File: config.mk
export PLATFORM = sky130hd
export DESIGN_NAME = bldc_chop_gate
export DESIGN_NICKNAME = d
export VERILOG_FILES = /design/src/rtl/bldc_chop_pkg.sv /design/src/rtl/bldc_commutate.sv /design/src/rtl/bldc_pwm_latch.sv /design/src/rtl/bldc_ss_latch.sv /design/src/rtl/bldc_chop_gate.sv
export SDC_FILE = /design/constraint.sdc
export NUM_CORES = 1
export LEC_CHECK = 0
export CORE_AREA = 8 8 45 47
export DETAILED_ROUTE_END_ITERATION = 10
export DIE_AREA = 0 0 53 55
export PLACE_DENSITY = 0.68
export SYNTH_ARGS = -nofsm -noshare
export SYNTH_HDL_FRONTEND = slang
export SYNTH_SLANG_ARGS = --single-unit
File: constraint.sdc
create_clock -name clk -period 2.8 [get_ports clk]
set_clock_uncertainty 0.15 [all_clocks]
set_input_delay 0.84 -clock clk [delete_from_list [all_inputs] [get_ports clk]]
set_output_delay 0.84 -clock clk [all_outputs]
set_load 0.02 [all_outputs]
File: src/rtl/bldc_chop_pkg.sv
package bldc_chop_pkg;
    localparam int NPHASE = 3;
    localparam int HALL_W = 3;

    typedef logic [NPHASE-1:0] phase_t;
    typedef logic [HALL_W-1:0] hall_t;

    typedef struct packed {
        phase_t hi_n;
        phase_t lo;
    } drive_t;
endpackage

File: src/rtl/bldc_commutate.sv
module bldc_commutate
    import bldc_chop_pkg::*;
(
    input  hall_t  hall,
    input  logic   rev,
    output phase_t hi_sel,
    output phase_t lo_sel,
    output logic   valid
);
    phase_t fwd_hi;
    phase_t fwd_lo;

    // Forward table; phase A = bit 0, B = bit 1, C = bit 2
    always_comb begin
        fwd_hi = '0;
        fwd_lo = '0;
        valid  = 1'b1;
        unique case (hall)
            3'b101:  begin fwd_hi = 3'b001; fwd_lo = 3'b010; end
            3'b100:  begin fwd_hi = 3'b001; fwd_lo = 3'b100; end
            3'b110:  begin fwd_hi = 3'b010; fwd_lo = 3'b100; end
            3'b010:  begin fwd_hi = 3'b010; fwd_lo = 3'b001; end
            3'b011:  begin fwd_hi = 3'b100; fwd_lo = 3'b001; end
            3'b001:  begin fwd_hi = 3'b100; fwd_lo = 3'b010; end
            default: valid = 1'b0;
        endcase
    end

    // Reverse direction swaps sides
    assign hi_sel = rev ? fwd_lo : fwd_hi;
    assign lo_sel = rev ? fwd_hi : fwd_lo;
endmodule

File: src/rtl/bldc_pwm_latch.sv
module bldc_pwm_latch (
    input  logic clk,
    input  logic rst_n,
    input  logic set_tick,
    input  logic clr_duty,
    input  logic clr_peak,
    output logic on_q
);
    typedef struct packed {
        logic on;
    } pwm_st_t;

    pwm_st_t st_d, st_q;

    always_comb begin
        st_d = st_q;
        if (set_tick)
            st_d.on = 1'b1;
        if (clr_duty || clr_peak)
            st_d.on = 1'b0;  // clear dominates
    end

    always_ff @(posedge clk or negedge rst_n) begin
        if (!rst_n)
            st_q <= '0;
        else
            st_q <= st_d;
    end

    assign on_q = st_q.on;

    assert_trip_clears_R7: assert property (@(posedge clk) disable iff (!rst_n)
        (clr_duty || clr_peak) |=> !on_q);
    assert_tick_sets_R7: assert property (@(posedge clk) disable iff (!rst_n)
        (set_tick && !clr_duty && !clr_peak) |=> on_q);
endmodule

File: src/rtl/bldc_ss_latch.sv
module bldc_ss_latch (
    input  logic clk,
    input  logic rst_n,
    input  logic uv_fault,
    input  logic oc_fault,
    input  logic drained,
    output logic hold_q
);
    typedef struct packed {
        logic hold;
    } ss_st_t;

    ss_st_t st_d, st_q;
    logic   fault;

    assign fault = uv_fault || oc_fault;

    always_comb begin
        st_d = st_q;
        if (fault)
            st_d.hold = 1'b1;
        else if (drained)
            st_d.hold = 1'b0;
    end

    always_ff @(posedge clk or negedge rst_n) begin
        if (!rst_n)
            st_q <= '{hold: 1'b1};
        else
            st_q <= st_d;
    end

    assign hold_q = st_q.hold;

    assert_fault_sets_R10: assert property (@(posedge clk) disable iff (!rst_n)
        fault |=> hold_q);
    assert_hold_until_drained_R11: assert property (@(posedge clk) disable iff (!rst_n)
        (hold_q && !drained) |=> hold_q);
endmodule

File: src/rtl/bldc_chop_gate.sv
module bldc_chop_gate
    import bldc_chop_pkg::*;
(
    input  logic              clk,
    input  logic              rst_n,
    input  logic [HALL_W-1:0] hall_pos,
    input  logic              dir_rev,
    input  logic              osc_tick,
    input  logic              pwm_trip,
    input  logic              peak_trip,
    input  logic              ocp_trip,
    input  logic              uvlo,
    input  logic              coast,
    input  logic              dir_hold,
    input  logic              four_quad,
    input  logic              brake_req,
    input  logic              ss_drained,
    output logic [NPHASE-1:0] hs_drv_n,
    output logic [NPHASE-1:0] ls_drv,
    output logic              ss_hold
);
    phase_t hi_sel, lo_sel;
    logic   hall_ok;
    logic   pwm_on;
    logic   ss_q;
    logic   run_block;
    phase_t en_hi, en_lo;
    drive_t drv_d, drv_q;

    bldc_commutate u_comm (
        .hall   (hall_pos),
        .rev    (dir_rev),
        .hi_sel (hi_sel),
        .lo_sel (lo_sel),
        .valid  (hall_ok)
    );

    bldc_pwm_latch u_pwm (
        .clk      (clk),
        .rst_n    (rst_n),
        .set_tick (osc_tick),
        .clr_duty (pwm_trip),
        .clr_peak (peak_trip),
        .on_q     (pwm_on)
    );

    bldc_ss_latch u_ss (
        .clk      (clk),
        .rst_n    (rst_n),
        .uv_fault (uvlo),
        .oc_fault (ocp_trip),
        .drained  (ss_drained),
        .hold_q   (ss_q)
    );

    assign run_block = ss_q || uvlo || ocp_trip || coast || dir_hold || !hall_ok;

    always_comb begin
        en_hi = '0;
        en_lo = '0;
        if (brake_req) begin
            // braking has its own short list of inhibits
            if (pwm_on && !uvlo && !coast)
                en_lo = '1;
        end else if (!run_block) begin
            en_lo = lo_sel & {NPHASE{pwm_on}};
            en_hi = four_quad ? (hi_sel & {NPHASE{pwm_on}}) : hi_sel;
        end
        drv_d.hi_n = ~en_hi;
        drv_d.lo   = en_lo;
    end

    always_ff @(posedge clk or negedge rst_n) begin
        if (!rst_n)
            drv_q <= '{hi_n: '1, lo: '0};
        else
            drv_q <= drv_d;
    end

    assign hs_drv_n = drv_q.hi_n;
    assign ls_drv   = drv_q.lo;
    assign ss_hold  = ss_q;

    assert_one_high_R2: assert property (@(posedge clk) disable iff (!rst_n)
        $onehot0(~hs_drv_n));
    assert_no_leg_short_R3: assert property (@(posedge clk) disable iff (!rst_n)
        ((~hs_drv_n) & ls_drv) == '0);
    assert_brake_high_off_R8: assert property (@(posedge clk) disable iff (!rst_n)
        brake_req |=> (hs_drv_n == '1));
    assert_brake_inhibit_R9: assert property (@(posedge clk) disable iff (!rst_n)
        (brake_req && (uvlo || coast)) |=> (ls_drv == '0));
    assert_ss_forces_off_R10: assert property (@(posedge clk) disable iff (!rst_n)
        (ss_hold && !brake_req) |=> (hs_drv_n == '1 && ls_drv == '0));
    assert_coast_off_R12: assert property (@(posedge clk) disable iff (!rst_n)
        ((coast || dir_hold) && !brake_req) |=> (hs_drv_n == '1 && ls_drv == '0));
endmodule

Word level (Yosys, flattened, before mapping)
Index checks and enable logic that the tools add are counted.
- bits in registers: 8
- bits of input ports: 16
- output and inout bits: 7
- equality and inequality tests: 6
- mux-type cells: 15
- bitwise gates (word level): 3
- reduce and logical (&&, ||, !) cells: 21
- operators by type and width (kind ; count):
    $mux W3 ; 8
    $pmux W3 S3 ; 2
    $reduce_or A2 Y1 ; 6
    $eq A3 B3 Y1 const B ; 3
    $logic_or A1 B1 Y1 ; 7
    $and A3 B3 Y3 ; 2
    $eq A3 B2 Y1 const B ; 2
    $reduce_or A6 Y1 ; 1
    $mux W1 ; 5
    $reduce_bool A2 Y1 ; 2
    $eq A3 B1 Y1 const B ; 1
    $logic_not A1 Y1 ; 3
    $not A3 Y3 ; 1
    $logic_and A1 B1 Y1 ; 2

Depth between registers and ports, before layout
- depth in word-level cells: 9
- depth in mapped cells: 4
- depth with buffers taken out: 3

Cells and area by module
A second synthesis with hierarchy kept.
- cells, all modules: 44
- area, all modules: 437.9 um^2
- by module, submodules not included (module ; times used ; cells each ; area each (um^2)):
    bldc_chop_gate ; 1 ; 20 ; 240.2
    bldc_commutate ; 1 ; 17 ; 120.1
    bldc_pwm_latch ; 1 ; 3 ; 38.8
    bldc_ss_latch ; 1 ; 4 ; 38.8

Worst setup path after synthesis
OpenSTA, ideal clock, no wires.
- path kind: reg-to-output
- start point: reg u_ss.st_q, in the netlist u_ss.hold_q
- end point: out ss_hold
- arrival time: 578 ps
- data required time: 1810 ps
- setup slack: 1232 ps
- cell stages (with the launch flop): 1
- buffers on the path: 0
- cells stage by stage: dfstp_2
- RTL lines (item ; RTL line ; source):
    start, declared ; bldc_ss_latch.sv:13 ; ss_st_t st_d, st_q;
    start signal, assigned ; bldc_ss_latch.sv:28 ; st_q <= '{hold: 1'b1};
    start signal, assigned ; bldc_ss_latch.sv:30 ; st_q <= st_d;
    end, declared ; bldc_chop_gate.sv:20 ; output logic ss_hold
No word-level cell between the ends.

Worst setup path in the final report
- start point: reg u_ss.st_q, in the netlist u_ss.hold_q
- end point: out ss_hold
No word-level cell between the ends.

==> impl_metrics.py <==
metrics = {
    "cells_and_area": {
        "area_delta_synth_final_pct": 63.0,
        "final_cell_area_um2": 661,
        "layout_commonest_cell": "clkdlybuf4s50_1",
        "post-route-util_pct": 47.7,
        "drive_above_1_share_pct": 11.8,
        "seq_area_um2": 205,
        "multi_input_area_um2": 181,
        "layout_common_cells": "clkdlybuf4s50_1, nor2_1",
        "num_antenna_cells": 0,
        "nFillCells": 136,
        "nets": 85,
    },
    "hold_path": {
        "hold_class": "reg2reg",
        "min_from": "u_ss.hold_q",
        "hold_depth": 2,
        "worstHoldEndpoint": "u_ss.hold_q",
    },
    "flow_run": {
        "drv_cap": 0,
    },
    "sta": {
        "hold_viol": 0,
        "worst_slew_margin_rel_pct": 77.2,
        "finalWorstSetupSlack_ns": 0.394,
        "worst_pin_slew_ns": 0.341,
        "tns_ns": 0,
        "setup_viol": 0,
        "rsz0062_at_grt": "false",
        "finalCritPeriodShare_pct": 85.9,
        "period_minus_slack_ns": 2.41,
        "clock.fmax_mhz": 416,
        "slew_violations": 0,
    },
    "worst_setup_path": {
        "cp-end-kind": "output pin",
        "cp_top_family": "buffers and inverters",
        "cp_max_fo": 3,
        "start_kind": "flip-flop",
        "cp_slowest_cell": "clkdlybuf4s50_1",
        "path_cells": "clkdlybuf4s50_1",
        "r2r-end": "hs_drv_n[2]",
        "cp.arrival_ns": 1.42,
        "critPathBufInv": 1,
        "crit_required_ns": 1.81,
        "worstReg2RegStart": "u_ss.hold_q",
        "rrSetupSlack_ns": 1.62,
        "cpPeakStageDelay_ns": 0.62,
        "worstSetupPathType": "reg2out",
        "reg2reg_depth": 3,
    },
    "grt": {
        "grt_pass1_vias": 345,
        "antenna_found_initial": 0,
        "track_usage_pct": 7.65,
        "overflow": 0,
        "grt_pass1_wl_um": 1530,
        "grt_max_degree": 11,
    },
    "placed_design": {
        "io_buffers": 22,
        "place_ws_ns": 0.658,
        "place_area_um2": 634,
        "post-dp-hpwl_um": 831,
        "gp_congestion": 0.727,
    },
    "floorplanning": {
        "start_util_pct": 29.3,
        "fp.dieW_um": 53,
        "fp.coreArea_um2": 1380,
        "rows": 14,
        "ioPinCount": 23,
        "die_h_um": 55,
        "die_area_um2": 2920,
    },
    "power_and_ir_drop": {
        "switchingPower_w": 0.0000569,
        "pwr-share-clk_pct": 36.0,
        "finalPower_w": 0.000257,
        "combPwrFrac_pct": 17.4,
        "pwr_density_cell_nw_per_um2": 389,
        "ir_drop_v": 0.000123,
        "seqPwrFrac_pct": 46.6,
        "switching_share_pct": 22.1,
        "p_int_w": 0.000200,
        "p_leak_nw": 0.269,
    },
    "synth": {
        "ys_warn_count": 0,
        "ys_seq_area_share_pct": 50.6,
        "synth_area_leaders": "dfstp_2, dfrtp_1, nor3b_1",
        "synth.distinct_cells": 19,
        "syn-num-nets": 59,
        "synth.top_cell.area_share_pct": 25.9,
        "synth-seq-cells": 8,
        "synth_area_per_cell_um2": 9.43,
        "netlist_area_um2": 405,
        "syn_inst": 43,
        "synth_top_area_cell": "dfstp_2",
    },
    "clock_network": {
        "root_buffer": "clkbuf_4",
        "cts_hold_buf": 0,
        "numCtsBuffers": 3,
        "ctsHtreeMaxLevel": 1,
        "cts_tree": "done",
        "clock-sinks": 8,
        "cts_max_path_buffers": 2,
        "path_clk_slew_ns": 0.06,
        "clk_latency_ns": 0.25,
        "cts_resized": 0,
        "post_cts_buffers": 0,
    },
    "route": {
        "met2_length_um": 438,
        "dr.pass1.iters": 4,
        "met1_length_um": 419,
        "highest_layer": "met4",
        "vias": 381,
        "wl_met3_um": 66,
        "wl_per_cell_um": 11.3,
        "totalWireLength_um": 951,
        "dr.first_iter.drc_count": 4,
        "drc": 0,
        "vias_per_cell": 4.54,
        "ant_nets": 0,
    },
    "run_status": {
        "run_status": "finished clean",
    },
}
-- cells by family (layout without fill, tap and decap cells) --
| family | count (synthesis) | count (layout) | share of synthesized area (%) |
|---|---|---|---|
| compound gates | 10 | 10 | 13.3 |
| buf+inv | 3 | 28 | 4.63 |
| simple gates | 22 | 22 | 31.5 |
| flops | 8 | 8 | 50.6 |
-- routing by layer --
metal / up-vias / GRT usage (%)
li1: 196 / -
met1: 171 / 8.06
met2: 12 / 11.5
met3: 2 / 1.87
met4: 0 / 9.05
met5: - / 0
-- worst max-delay path by stage --
| stage | from | end | cells past startpoint |
|---|---|---|---|
| after floorplan | u_ss.hold_q | ss_hold | 0 |
| after global placement | u_ss.hold_q | ss_hold | 1 |
| after detailed placement | u_ss.hold_q | ss_hold | 1 |
| after CTS | u_ss.hold_q | ss_hold | 1 |
| after global routing | u_ss.hold_q | ss_hold | 1 |
| final | u_ss.hold_q | ss_hold | 1 |
-- final cells by class --
cell class                 count  area share, %
timing repair buffer          22           33.3
inverter                       2           1.14
sequential                     8           31.1
tap                           16           3.03
clock buffer                   4           3.98
multi-input combinational     32           27.5
-- sequential cells by signal, summed over array words and instances (netlist names) --
signal,cells
hs_drv_n,3
u_pwm.on_q,1
u_ss.hold_q,1
ls_drv,3
-- cell usage after synthesis (all sizes together) --
master	count
and4b	1
buf	1
nor2b	2
nor2	5
nand3	2
nor3b	3
and3b	1
o21ai	5
nand2b	2
nor3	2
dfrtp	4
and2	1
dfstp	4
inv	2
o2bb2ai	1
a21oi	4
nand2	3
-- through the flow --
step | instances | hold WS [ns]
6_report | 84 | 0.355
3_5_place_dp | 80 | 0.356
2_1_floorplan | 43 | 0.373
4_1_cts | 84 | 0.363
3_3_place_gp | 80 | 0.352
5_1_grt | 84 | 0.396
-- power groups by stage --
stage               sequential (W)   clock, W  combinational [W]
floorplan                 0.000123          0          0.0000142
global placement          0.000121          0          0.0000445
detailed placement        0.000122          0          0.0000450
CTS                       0.000120  0.0000961          0.0000452
global route              0.000120   0.000108          0.0000490
finish                    0.000120  0.0000926          0.0000447
Note: power is estimated with default switching activity, not from simulation.
